### src/rtl/decade_chain.sv
module decade_chain #(
  parameter int DIGITS = 4,
  localparam int W = 4 * DIGITS
) (
  input  logic         clk,
  input  logic         rst_n,
  input  logic         clr,
  input  logic         load,
  input  logic [W-1:0] load_val,
  input  logic         en,
  output logic [W-1:0] bcd,
  output logic         carry
);

  logic [DIGITS:0] ripple;
  logic [W-1:0]    nxt;

  assign ripple[0] = en;

  for (genvar k = 0; k < DIGITS; k++) begin : g_digit
    logic [3:0] q;
    logic [3:0] step;
    assign q = bcd[4*k +: 4];
    assign step[0] = ~q[0];
    assign step[1] = q[1] ^ (q[0] & ~q[3]);
    assign step[2] = q[2] ^ (q[0] & q[1]);
    assign step[3] = q[3] ^ ((q[0] & q[3]) | (q[0] & q[1] & q[2]));
    assign nxt[4*k +: 4] = ripple[k] ? step : q;
    assign ripple[k+1] = ripple[k] & (q == 4'd9);
  end

  always_ff @(posedge clk or negedge rst_n) begin
    if (!rst_n)     bcd <= '0;
    else if (clr)   bcd <= '0;
    else if (load)  bcd <= load_val;
    else            bcd <= nxt;
  end

  assign carry = ripple[DIGITS];

endmodule


### config.mk
export PLATFORM = sky130hd
export DESIGN_NAME = decade_chain
export DESIGN_NICKNAME = d
export VERILOG_FILES = /design/src/rtl/decade_chain.sv
export SDC_FILE = /design/constraint.sdc
export NUM_CORES = 1
export LEC_CHECK = 0
export BUFFER_PORTS_ARGS = -buffer_cell sky130_fd_sc_hd__buf_4
export CAP_MARGIN = 15
export CORE_MARGIN = 2
export CORE_UTILIZATION = 30
export DETAILED_ROUTE_END_ITERATION = 12
export HOLD_SLACK_MARGIN = 0.03
export MAX_ROUTING_LAYER = met4
export PLACE_DENSITY = 0.63
export SLEW_MARGIN = 20
export SYNTH_ARGS = -nofsm -noshare
export SYNTH_HDL_FRONTEND = slang
export SYNTH_SLANG_ARGS = --single-unit
### constraint.sdc
create_clock -name clk -period 3.39 [get_ports clk]
set_input_delay 0.339 -clock clk [delete_from_list [all_inputs] [get_ports clk]]
set_output_delay 0.339 -clock clk [all_outputs]
set_load 0.03 [all_outputs]
==> impl_metrics.tcl <==
set metrics [dict create \
    drc_errors 0 \
    vdd.ir_drop.worst_v 0.000133 \
    setup_tns_ns 0 \
    grt_max_degree 24 \
    cts_num_sinks 16 \
    p_seq_frac 0.496 \
    wl_met3_um 115 \
    syn-num-nets 133 \
    post_dp_cell_area_sq_mm 0.00136 \
    antenna_cells 0 \
    grt_pass1_vias 976 \
    endpoint_kind "output port" \
    dr.pass1.iters 4 \
    largest_reg_flops 16 \
    cp.buffers_inverters 1 \
    cpLargestDelayFamily "simple AND/OR/NAND/NOR gates" \
    nFillCells 341 \
    area_growth_pct 32.5 \
    reg.largest.list "bcd: 16 flops" \
    place_hpwl_um 1990 \
    finalMaxSlewViolations 0 \
    track_usage 0.146 \
    htree_levels 1 \
    path_max_fanout 10 \
    grt_antenna_before_repair 0 \
    boundaryPins 38 \
    worstSkewPairLatency_ns 0.28 \
    dr_wl_met2_um 1290 \
    worst_pin_slew_ns 0.694 \
    postCtsSetupRepairBufs 0 \
    ys_ff_latch 16 \
    slowest_delay_ns 0.50 \
    rsz0062_at_grt "no" \
    synth_area_leader_cell "dfrtp_1" \
    die-area_sq_mm 0.00399 \
    netlist_instances 108 \
    layout-drive-gt1-share 0.333 \
    core_sq_mm 0.00334 \
    final_cell_mix "buf_4 (37), dfrtp_1 (16), nor2_1 (15)" \
    start_util 0.315 \
    postRouteAntennaNets 0 \
    status "finished clean" \
    grt_pass1_wl_um 4500 \
    setup_ws_ns 0.999 \
    clk_pin_slew_ns 0.09 \
    seq_area_frac_synth 0.381 \
    cap_violations 0 \
    p_sw_mw 0.146 \
    die_height_um 63.2 \
    vias 970 \
    cts_resized 0 \
    power.share.combinational 0.282 \
    final_cells 190 \
    wl_per_cell_um 14.0 \
    port-buffer-count 37 \
    post-route-period-util 0.705 \
    path_cells "nand2b_1 > nor4_4 > nor4b_1 > buf_4" \
    whs_ns 0.296 \
    dp_slack_ns 1.33 \
    hp-class "in2reg" \
    syn-cell-area_sq_mm 0.00105 \
    post_drt_via_cell_ratio 5.11 \
    syn_avg_cell_area_sq_um 9.72 \
    swShare 0.327 \
    final_common_cell "buf_4" \
    hold_viol_final 0 \
    fmax_mhz 418 \
    place_inst 186 \
    drt-initial-drc-count 33 \
    period_minus_slack_ns 2.39 \
    met1_length_um 1230 \
    clock-root-buffer "clkbuf_4" \
    ctsHoldBuffers 1 \
    place_congestion 0.788 \
    slew_headroom 0.537 \
    fin_skew_ns 0.00226 \
    yosysUniqueCellTypes 38 \
    yosysWarnings 0 \
    worstRegToRegCells 4 \
    p_clk_frac 0.222 \
    overflow 0 \
    postLayoutCellArea_sq_mm 0.00139 \
    cp.required_ns 3.05 \
    p_leak_nw 0.641 \
    holdPathStages 3 \
    setup_viol 0 \
    cp.depth 4 \
    synth_top_cell_area_share 0.381 \
    cts_tree "done" \
    cp.arrival_ns 2.05 \
    largest_register "bcd" \
    p_per_area_mw_per_mm2 321 \
    path_class "reg2out" \
    num_rows 21 \
    clock_path_buffers 2 \
    numCtsBuffers 3 \
    p_int_mw 0.300 \
    wl_um 2660 \
    final_nets 171 \
    top_layer "met4" \
    cp-start-kind "flop" \
    ys_top_cells_by_area "dfrtp_1 (38%), nor2_1 (5.4%), ha_1 (4.8%)" \
    critPathSlowestCell "nor4_4" \
    die_x_um 63.2 \
]
[power by group through the flow]
stage / sequential (mW) / combinational, mW / clock, mW
5_1_grt: 0.224 / 0.136 / 0.113
2_1_floorplan: 0.247 / 0.0491 / 0
6_report: 0.222 / 0.126 / 0.0991
3_5_place_dp: 0.225 / 0.126 / 0
3_3_place_gp: 0.224 / 0.124 / 0
4_1_cts: 0.221 / 0.128 / 0.105
[final cells by class]
cell class | count | area, sq um | area share
clock buffers | 3 | 22.5 | 0.0162
inverters | 6 | 22.5 | 0.0162
multi-input cells | 81 | 601 | 0.432
flip-flops and latches | 16 | 400 | 0.288
well taps | 46 | 57.6 | 0.0414
repair buffers | 38 | 288 | 0.207
[layer usage]
| layer | vias up | global-route usage |
|---|---|---|
| li1 | 471 | - |
| met1 | 469 | 0.172 |
| met2 | 28 | 0.250 |
| met3 | 2 | 0.0161 |
| met4 | 0 | 0.0667 |
| met5 | - | - |
[stage by stage]
stage	power, mW	utilization
after global routing	0.474	0.417
after CTS	0.454	0.417
final	0.446	0.417
after global placement	0.348	0.407
after floorplan	0.296	-
after detailed placement	0.351	0.407
[path summary, 6_finish.rpt]
check / slack (ns) / from / to
max in group asynchronous: 2.74 / rst_n / bcd[2]
min in group asynchronous: 0.46 / rst_n / bcd[8]
setup reg to reg: 1.63 / bcd[2] / bcd[14]
hold / removal: 0.30 / load_val[11] / bcd[11]
setup / recovery: 1.0 / bcd[2] / carry
hold reg to reg: 0.63 / bcd[9] / bcd[9]
[cell usage after synthesis, drive strengths merged]
cell / count
dfrtp: 16
nor2: 15
a211oi: 7
inv: 6
a21oi: 5
xnor2: 5
and2: 4
ha: 4
nand2: 4
clkbuf: 3
mux2i: 3
nand2b: 3
nor3: 3
nor4: 3
o21ai: 3
a221oi: 2
buf: 2
nand4bb: 2
nor4b: 2
o31ai: 2
xor2: 2
a211o: 1
a311oi: 1
a31o: 1
a31oi: 1
nand3: 1
nand3b: 1
nand4: 1
nor2b: 1
o2111a: 1
o221a: 1
o41a: 1
or2: 1
[cells by family (layout without fill, tap and decap cells)]
logic type               Yosys count  count (layout)  synth area share
AO/OA/AOI/OAI                     26              26             0.192
buffers and inverters             11              47            0.0465
adder cells (fa/ha/maj)            4               4            0.0477
XOR/XNOR                           7               7            0.0584
multiplexers                       3               3            0.0286
flip-flops                        16              16             0.381
AND/OR/NAND/NOR                   41              41             0.246
[worst register-to-register path: stages (launching register included)]
cell and delay, ns:
dfrtp_1 0.42, nand2b_1 0.35, nor4_4 0.50, mux2i_1 0.26, a211oi_2 0.09
(Power assumes the default switching activity.)
